[src/rtl/conv_rd_pkg.sv]
package conv_rd_pkg;
  typedef enum logic [1:0] {
    ST_BUSY  = 2'd0,
    ST_READY = 2'd1,
    ST_SHIFT = 2'd2
  } rd_state_e;
endpackage

[src/rtl/crs_phase_gen.sv]
module crs_phase_gen #(
  parameter int W        = 32,
  parameter int DIV_HALF = 2,
  localparam int SW      = (DIV_HALF > 1) ? $clog2(DIV_HALF) : 1,
  localparam int HW      = $clog2(2 * W),
  localparam int RCW     = $clog2(2 * W + 1)
) (
  input  logic           clk,
  input  logic           rst_n,
  input  logic           begin_i,
  input  logic           run_i,
  output logic           rise_o,
  output logic           fall_o,
  output logic           last_o,
  output logic [RCW-1:0] rises_o,
  output logic [RCW-1:0] falls_o
);
  logic [SW-1:0] sub_q;
  logic [HW-1:0] half_q;
  logic          tick;
  logic          at_end;

  assign tick   = run_i && (sub_q == SW'(DIV_HALF - 1));
  assign at_end = (half_q == HW'(2 * W - 1));
  assign rise_o = tick && !half_q[0];
  assign fall_o = tick && half_q[0] && !at_end;
  assign last_o = tick && at_end;

  assign rises_o = RCW'(half_q[HW-1:1]) + RCW'(half_q[0]);
  assign falls_o = RCW'(half_q[HW-1:1]) + RCW'(1);

  always_ff @(posedge clk) begin
    if (!rst_n) begin
      sub_q  <= '0;
      half_q <= '0;
    end else if (begin_i) begin
      sub_q  <= '0;
      half_q <= '0;
    end else if (run_i) begin
      if (tick) begin
        sub_q <= '0;
        if (!at_end) half_q <= half_q + HW'(1);
      end else begin
        sub_q <= sub_q + SW'(1);
      end
    end
  end
endmodule

[src/rtl/crs_tx.sv]
module crs_tx #(
  parameter int W = 32
) (
  input  logic         clk,
  input  logic         rst_n,
  input  logic         accept_i,
  input  logic [W-1:0] data_i,
  input  logic         begin_i,
  input  logic         fall_i,
  input  logic         finish_i,
  output logic         sdo_o
);
  logic [W-1:0] word_q;

  always_ff @(posedge clk) begin
    if (!rst_n) begin
      word_q <= '0;
      sdo_o  <= 1'b1;
    end else if (finish_i) begin
      sdo_o <= 1'b1;
    end else if (accept_i) begin
      word_q <= data_i;
      sdo_o  <= 1'b0;
    end else if (begin_i || fall_i) begin
      sdo_o  <= word_q[W-1];
      word_q <= {word_q[W-2:0], 1'b0};
    end
  end
endmodule

[src/rtl/crs_cfg_rx.sv]
module crs_cfg_rx #(
  parameter int              CFG_W       = 13,
  parameter int              CH_W        = 5,
  parameter int              RCW         = 7,
  parameter logic [CFG_W-1:0] CFG_DEFAULT = '0
) (
  input  logic             clk,
  input  logic             rst_n,
  input  logic             rise_i,
  input  logic [RCW-1:0]   rises_i,
  input  logic [RCW-1:0]   falls_i,
  input  logic             sdi_i,
  input  logic             finish_i,
  output logic [CFG_W-1:0] cfg_o
);
  logic [CFG_W-1:0] shreg_q;
  logic             full_word;
  logic             same_ch;
  logic             past_guard;
  logic             commit;

  assign full_word  = (rises_i >= RCW'(CFG_W));
  assign same_ch    = (shreg_q[CFG_W-1 -: CH_W] == cfg_o[CFG_W-1 -: CH_W]);
  assign past_guard = (falls_i >= RCW'(CFG_W + 1));
  assign commit     = finish_i && full_word && (same_ch || past_guard);

  always_ff @(posedge clk) begin
    if (!rst_n) begin
      shreg_q <= '0;
      cfg_o   <= CFG_DEFAULT;
    end else begin
      if (rise_i && (rises_i < RCW'(CFG_W)))
        shreg_q <= {shreg_q[CFG_W-2:0], sdi_i};
      if (commit)
        cfg_o <= shreg_q;
    end
  end
endmodule

[src/rtl/conv_readout_seq.sv]
module conv_readout_seq #(
  parameter int               W           = 32,
  parameter int               DIV_HALF    = 2,
  parameter int               CFG_W       = 13,
  parameter int               CH_W        = 5,
  parameter logic [CFG_W-1:0] CFG_DEFAULT = '0,
  localparam int              RCW         = $clog2(2 * W + 1)
) (
  input  logic             clk,
  input  logic             rst_n,
  input  logic             cs_n,
  input  logic             sdi,
  input  logic             conv_valid,
  output logic             conv_ready,
  input  logic [W-1:0]     conv_data,
  output logic             sck,
  output logic             sdo,
  output logic             start_conv,
  output logic [CFG_W-1:0] cfg
);
  import conv_rd_pkg::*;

  rd_state_e      st_q;
  logic           accept;
  logic           begin_rd;
  logic           run;
  logic           abort;
  logic           finish;
  logic           rise_ev;
  logic           fall_ev;
  logic           last_ev;
  logic [RCW-1:0] rises;
  logic [RCW-1:0] falls;

  assign conv_ready = (st_q == ST_BUSY);
  assign accept     = conv_ready && conv_valid;
  assign begin_rd   = (st_q == ST_READY) && !cs_n;
  assign run        = (st_q == ST_SHIFT) && !cs_n;
  assign abort      = (st_q == ST_SHIFT) && cs_n;
  assign finish     = abort || last_ev;

  crs_phase_gen #(.W(W), .DIV_HALF(DIV_HALF)) u_phase (
    .clk     (clk),
    .rst_n   (rst_n),
    .begin_i (begin_rd),
    .run_i   (run),
    .rise_o  (rise_ev),
    .fall_o  (fall_ev),
    .last_o  (last_ev),
    .rises_o (rises),
    .falls_o (falls)
  );

  crs_tx #(.W(W)) u_tx (
    .clk      (clk),
    .rst_n    (rst_n),
    .accept_i (accept),
    .data_i   (conv_data),
    .begin_i  (begin_rd),
    .fall_i   (fall_ev),
    .finish_i (finish),
    .sdo_o    (sdo)
  );

  crs_cfg_rx #(.CFG_W(CFG_W), .CH_W(CH_W), .RCW(RCW),
               .CFG_DEFAULT(CFG_DEFAULT)) u_rx (
    .clk      (clk),
    .rst_n    (rst_n),
    .rise_i   (rise_ev),
    .rises_i  (rises),
    .falls_i  (falls),
    .sdi_i    (sdi),
    .finish_i (finish),
    .cfg_o    (cfg)
  );

  always_ff @(posedge clk) begin
    if (!rst_n) begin
      st_q       <= ST_BUSY;
      sck        <= 1'b1;
      start_conv <= 1'b0;
    end else begin
      start_conv <= 1'b0;
      unique case (st_q)
        ST_BUSY:  if (accept) st_q <= ST_READY;
        ST_READY: if (begin_rd) begin
                    st_q <= ST_SHIFT;
                    sck  <= 1'b0;
                  end
        ST_SHIFT: begin
                    if (finish) begin
                      st_q       <= ST_BUSY;
                      sck        <= 1'b1;
                      start_conv <= 1'b1;
                    end else if (rise_ev) begin
                      sck <= 1'b1;
                    end else if (fall_ev) begin
                      sck <= 1'b0;
                    end
                  end
        default:  st_q <= ST_BUSY;
      endcase
    end
  end
endmodule

[config.mk]
export PLATFORM = sky130hd
export DESIGN_NAME = conv_readout_seq
export DESIGN_NICKNAME = d
export VERILOG_FILES = /design/src/rtl/conv_rd_pkg.sv /design/src/rtl/crs_phase_gen.sv /design/src/rtl/crs_tx.sv /design/src/rtl/crs_cfg_rx.sv /design/src/rtl/conv_readout_seq.sv
export SDC_FILE = /design/constraint.sdc
export NUM_CORES = 1
export LEC_CHECK = 0
export BUFFER_PORTS_ARGS = -buffer_cell sky130_fd_sc_hd__clkbuf_2
export CAP_MARGIN = 25
export CORE_UTILIZATION = 55
export CTS_BUF_LIST = sky130_fd_sc_hd__clkbuf_4 sky130_fd_sc_hd__clkbuf_8
export DETAILED_ROUTE_END_ITERATION = 8
export PLACE_DENSITY = 0.78
export SYNTH_ARGS = -nofsm -noshare
export SYNTH_HDL_FRONTEND = slang
export SYNTH_SLANG_ARGS = --single-unit
[constraint.sdc]
create_clock -name clk -period 2.3 [get_ports clk]
set_clock_uncertainty 0.05 [all_clocks]
set_input_delay 0.345 -clock clk [delete_from_list [all_inputs] [get_ports clk]]
set_output_delay 0.345 -clock clk [all_outputs]
set_load 0.01 [all_outputs]
======== Word level (Yosys, flattened, before mapping) ========
Cells that the tools add are included.
storage, ports and cells
  bits of input ports ..................... 37
  register bits after elaboration ......... 70
  logic and storage cells ................. 70
  output and inout port bits .............. 17
cells by class
  order comparisons ....................... 3
  $add $sub $neg .......................... 4
  reduce and logical (&&, ||, !) cells .... 28
  bitwise logic cells ..................... 3
  equality and inequality tests ........... 8
  multiplexer cells ....................... 15
operator list
  kind                 count
  $mux 32              2
  $ge 6x4->1 const B   2
  $logic_and 1x1->1    12
  $reduce_and 3->1     3
  $mux 1               8
  $add 5x1->6          1
  $add 5x1->6 const B  1
  $add 6x1->6 const B  1
  $eq 6x6->1 const B   1
  $lt 6x4->1 const B   1
  $mux 2               3
  $ne 2x1->1 const B   3
  $pmux 2 s3           1
  $eq 5x5->1           1
  $ne 4x1->1 const B   1
  $reduce_and 2->1     2
  $reduce_bool 2->1    2
  $reduce_or 2->1      2
  $logic_not 1->1      3
  $logic_or 1x1->1     3
  $not 1->1            3
  $eq 2x1->1 const B   1
  $eq 2x2->1 const B   1
  $logic_not 2->1      1
  2 further kinds      2

======== Longest topological paths before layout ========
  depth in word-level cells ............... 9
  depth in mapped cells ................... 8
  gate-level depth less buffers ........... 7

======== Modules after synthesis ========
From an unflattened synthesis, not the netlist that was laid out.
unflattened totals
  cell total of the unflattened synthesis .. 391
  area, all modules ....................... 3744.8 um2
by module, submodules not included
  module            instances  cells an instance  area an instance (um2)  sequential area each (um2)
  crs_tx            1          187                1819.2                  660.6
  crs_cfg_rx        1          113                1113.6                  520.5
  crs_phase_gen     1          60                 531.8                   140.1
  conv_readout_seq  1          31                 280.3                   80.1

======== Least setup slack after synthesis ========
No wires, ideal clock.
  path kind ............................... register to register
  from .................................... reg u_phase.half_q[0]
  to ...................................... reg u_rx.shreg_q[10]
  setup slack ............................. 178 ps
  setup time .............................. 128 ps
  clock period less this slack ............ 2122 ps
  stages on the path, launching flop included .. 8
  arrival ................................. 1944 ps
  path buffers ............................ 1
  data required time ...................... 2122 ps
  cells stage by stage .................... dfxtp_1 > ha_1 > xor2_1 > a32o_2 > a2111oi_4 > buf_6 > mux2i_1 > nor2_1
on the way
  longest elaborated chain between the ends .. 3
  elaborated cells between the ends (all ways) .. 5
  those cells by class .................... add/sub (1); order compare (1); reduce/logical (3)
RTL lines
  item                                                    line                                      source
  from (decl)                                             crs_phase_gen.sv:19                       logic [HW-1:0] half_q;
  from (signal assigned)                                  crs_phase_gen.sv:42                       if (!at_end) half_q <= half_q + HW'(1);
  $add 5x1->6 / $logic_not 1->1 (equally long branches)   crs_phase_gen.sv:29, crs_phase_gen.sv:25
  $lt 6x4->1 / $logic_and 1x1->1 (equally long branches)  crs_cfg_rx.sv:32, crs_phase_gen.sv:25
  $logic_and 1x1->1 (*)                                   crs_cfg_rx.sv:32                          if (rise_i && (rises_i < RCW'(CFG_W)))
  to (signal assigned)                                    crs_cfg_rx.sv:33                          shreg_q <= {shreg_q[CFG_W-2:0], sdi_i};
  to (decl)                                               crs_cfg_rx.sv:16                          logic [CFG_W-1:0] shreg_q;
Mark *: on every way between the ends. The rest lies on a longest branch, timed or not.
A chain may end at the register's enable or synchronous reset.

======== Worst setup path in the final report ========
  from .................................... reg st_q[0]
  to ...................................... reg u_tx.word_q[31]
on the way
  longest elaborated chain between the ends .. 8
  elaborated cells between the ends (all ways) .. 17
  those cells by class .................... eq/ne (2); mux (1); bitwise (1); reduce/logical (13)
RTL lines
  item                                line                                            source
  from (decl)                         conv_readout_seq.sv:23                          rd_state_e st_q;
  from (signal assigned)              conv_readout_seq.sv:79                          st_q <= ST_BUSY;
  from (signal assigned)              conv_readout_seq.sv:85                          ST_BUSY: if (accept) st_q <= ST_READY;
  from (signal assigned)              conv_readout_seq.sv:87                          st_q <= ST_SHIFT;
  $eq 2x2->1                          conv_readout_seq.sv:38, conv_readout_seq.sv:39
  $logic_and 1x1->1                   conv_readout_seq.sv:38                          assign run = (st_q == ST_SHIFT) && !cs_n;
  $logic_and 1x1->1                   crs_phase_gen.sv:23                             assign tick = run_i && (sub_q == SW'(DIV_HALF - 1));
  $logic_and 1x1->1 (2 in a row)      crs_phase_gen.sv:26                             assign fall_o = tick && half_q[0] && !at_end;
  $logic_or 1x1->1                    crs_tx.sv:24                                    end else if (begin_i || fall_i) begin
  $reduce_bool 2->1 (no source line)  n/a
  $reduce_and 2->1 (no source line)   n/a
  to (signal assigned)                crs_tx.sv:22                                    word_q <= data_i;
  to (signal assigned)                crs_tx.sv:26                                    word_q <= {word_q[W-2:0], 1'b0};
  to (decl)                           crs_tx.sv:13                                    logic [W-1:0] word_q;
Several ways; a longest one is shown, not always the timed one.

==> impl_metrics.env <==
export IMPL_status="finished, final reports clean"
export IMPL_via_count=2761
export IMPL_critical_path_required_ps=2480
export IMPL_gp_congestion=0.775
export IMPL_die_x_um=79.1
export IMPL_die_h_um=79.1
export IMPL_num_fill_cells=471
export IMPL_start_util_pct=58.2
export IMPL_coreArea_mm2=0.00561
export IMPL_worst_skew_pair_late_latency_ps=330
export IMPL_port_buffers=53
export IMPL_synth_flop_cell="dfxtp_1"
export IMPL_placed_cell_area_mm2=0.00362
export IMPL_r2r_end="u_tx.word_q[31]"
export IMPL_r2r_start="st_q[0]"
export IMPL_grt_util_met2_pct=34.4
export IMPL_dpl_hpwl_um=4460
export IMPL_synth_seq_cells=70
export IMPL_tightest_slew_ps=555
export IMPL_cp_max_fo=23
export IMPL_drt_iter0_drc=158
export IMPL_crit_chain="inv_1 > ha_1 > and3b_2 > o211ai_1 > a32oi_4 > buf_6 > nor2_1 > a311oi_1"
export IMPL_routed_wl_um=6420
export IMPL_cpMaxStageDelayCell="dfxtp_1"
export IMPL_p_leak_nw=1.51
export IMPL_power_density_mw_per_mm2=765
export IMPL_path_class="reg2reg"
export IMPL_drc_errors=0
export IMPL_clock_sinks=70
export IMPL_cp_start_kind="flop"
export IMPL_fin_area_mm2=0.00386
export IMPL_ant_nets=0
export IMPL_min_delay_path_class="in2reg"
export IMPL_slew_viol_final=0
export IMPL_area_growth_pct=18.1
export IMPL_grt_total_usage_pct=21.8
export IMPL_period_share_pct=93.2
export IMPL_worstHoldEndpoint="u_tx.word_q[8]"
export IMPL_busiest_layer="met2"
export IMPL_diodes=0
export IMPL_timing_setup_tns_ps=0
export IMPL_syn_area_mm2=0.00327
export IMPL_crit_arrival_ps=2320
export IMPL_r2r_cells=8
export IMPL_finalHoldWorstSlack_ps=193
export IMPL_maxSlewHeadroom_pct=63.0
export IMPL_synth_edf_count=0
export IMPL_layout_nets=478
export IMPL_avgRoutedWirePerCell_um=12.6
export IMPL_regArea_mm2=0.00140
export IMPL_fin_crit_ps=2140
export IMPL_postCtsSetupRepairBufs=0
export IMPL_die_area_mm2=0.00625
export IMPL_htree_levels=3
export IMPL_grt_met1_usage_pct=28.4
export IMPL_end_kind="flop"
export IMPL_crit_buf_inv=2
export IMPL_cpPeakStageDelay_ps=330
export IMPL_max_clock_freq_mhz=467
export IMPL_clock_path_buffers=2
export IMPL_r2r_slack_ps=160
export IMPL_pre_cts_ws_ps=97.9
export IMPL_yosysWarnings=0
export IMPL_syn_num_nets=429
export IMPL_holdPathStages=3
export IMPL_postSynthCellCount=384
export IMPL_setup_ws_ps=157
export IMPL_irDropWorstVdd_uv=528
export IMPL_ys_seq_area_share_pct=42.9
export IMPL_io_pins=54
export IMPL_clk_pin_slew_worst_paths_ps=80
export IMPL_synth_distinct_cells=41
export IMPL_drive_gt1_share_pct=20.8
export IMPL_hp_start="conv_data[8]"
export IMPL_rows=27
export IMPL_antenna_found_initial=0
export IMPL_multi_input_area_mm2=0.00172
export IMPL_grt_first_pass_wirelength_um=10800
export IMPL_synthArstFlopShare_pct=0
export IMPL_avgViaCountPerCell=5.41
export IMPL_avgSynthCellArea_um2=8.50
export IMPL_grt_overflow_total=0
export IMPL_firstDrtPassIters=4
export IMPL_cap_violations=0
export IMPL_cts_tree="done"
export IMPL_numCtsBuffers=9
export IMPL_grt_use_met3_pct=5.75
export IMPL_grt_pass1_vias=2468
export IMPL_cts_root_buf="clkbuf_8"
export IMPL_crit_family="compound AO/OA/AOI/OAI gates"
export IMPL_power_mw=2.95
export IMPL_finalSetupViolations=0
export IMPL_grt_max_degree=41
export IMPL_final_hold_violation_count=0
per-layer routing:
| layer | wire, µm | share of wire (%) |
|---|---|---|
| met2 | 2960 | 46 |
| met1 | 3100 | 48 |
| met4 | 54 | 0.84 |
| met5 | 0 | 0 |
| met3 | 295 | 4.6 |
stage by stage:
stage                     instances  util (%)
after floorplan                 384         -
after global placement          494      64.5
after detailed placement        494      64.5
after CTS                       510      68.7
after global routing            510      68.8
final                           510      68.8
cells in the final DEF (no fill, tap or decap), types with 4 or more instances in the layout:
cell       n
a311oi_1  32
o21ai_0    4
nand2b_1   5
dfxtp_1   68
nand2_1   98
a21oi_1    4
ha_1       8
mux2i_1   30
clkbuf_8  10
nor2_1    53
clkbuf_2  53
inv_1      6
xor2_1     6
xnor2_1    4
buf_4      7
worst max path at each step:
stage / from / endpoint / slack (ps) / cells past startpoint
after floorplan: u_phase.half_q[0] / u_rx.shreg_q[10] / 180 / 7
after global placement: u_phase.half_q[1] / u_rx.shreg_q[12] / 160 / 7
after detailed placement: st_q[0] / u_tx.word_q[25] / 100 / 8
after CTS: st_q[0] / u_tx.word_q[31] / 80 / 8
after global routing: st_q[0] / u_tx.word_q[13] / -3 / 8
final: st_q[0] / u_tx.word_q[31] / 160 / 8
flip-flops by register name (all words and copies together) (netlist names):
| name | count |
|---|---|
| sck | 1 |
| u_rx.cfg_o | 13 |
| u_rx.shreg_q | 13 |
| start_conv | 1 |
| u_phase.sub_q | 1 |
| st_q | 2 |
| u_tx.sdo_o | 1 |
| u_tx.word_q | 32 |
| u_phase.half_q | 6 |
cells by family (layout without fill, tap and decap cells):
| family | after synthesis | in the layout | synth area share, % |
|---|---|---|---|
| simple gates | 174 | 174 | 22.0 |
| flops | 70 | 70 | 42.9 |
| compound gates | 59 | 59 | 15.3 |
| buf+inv | 33 | 87 | 4.87 |
| mux | 30 | 30 | 9.20 |
| xor+xnor | 10 | 10 | 2.68 |
| fa+ha+maj | 8 | 8 | 3.07 |
power by group:
| group | internal, mW | switching [mW] |
|---|---|---|
| Sequential | 1.32 | 0.0561 |
| Clock | 0.646 | 0.472 |
| Combinational | 0.188 | 0.270 |
| Total | 2.15 | 0.798 |
cell usage after synthesis (5+ instances only):
| master | count | area share (%) |
|---|---|---|
| nand2_1 | 98 | 11 |
| xor2_1 | 6 | 1.6 |
| inv_1 | 6 | 0.69 |
| clkbuf_1 | 18 | 2.1 |
| dfxtp_1 | 70 | 43 |
| nor2_1 | 53 | 6.1 |
| buf_4 | 5 | 1.1 |
| ha_1 | 8 | 3.1 |
| nand2b_1 | 5 | 0.96 |
| mux2i_1 | 30 | 9.2 |
| a311oi_1 | 32 | 8.6 |
final cells by class:
cell class / instances / share of cell area, %
timing repair buffer: 64 / 10.1
sequential: 70 / 36.4
tap: 72 / 2.34
clock buffer: 10 / 3.57
multi-input combinational: 281 / 44.5
inverter: 7 / 0.681
clock inverter: 6 / 2.40
tightest hold or removal path: stages:
cell and delay [ps]:
clkbuf_2 80, nand2_1 40, a311oi_1 70
repair_timing:
| action | in CTS | in global routing |
|---|---|---|
| hold buffers | 0 | 0 |
| endpoints found under the setup margin | 0 | 39 |
| resized for setup | 0 | 4 |
| endpoints found under the hold margin | 0 | 0 |
Power figures use the tool's default switching activity.
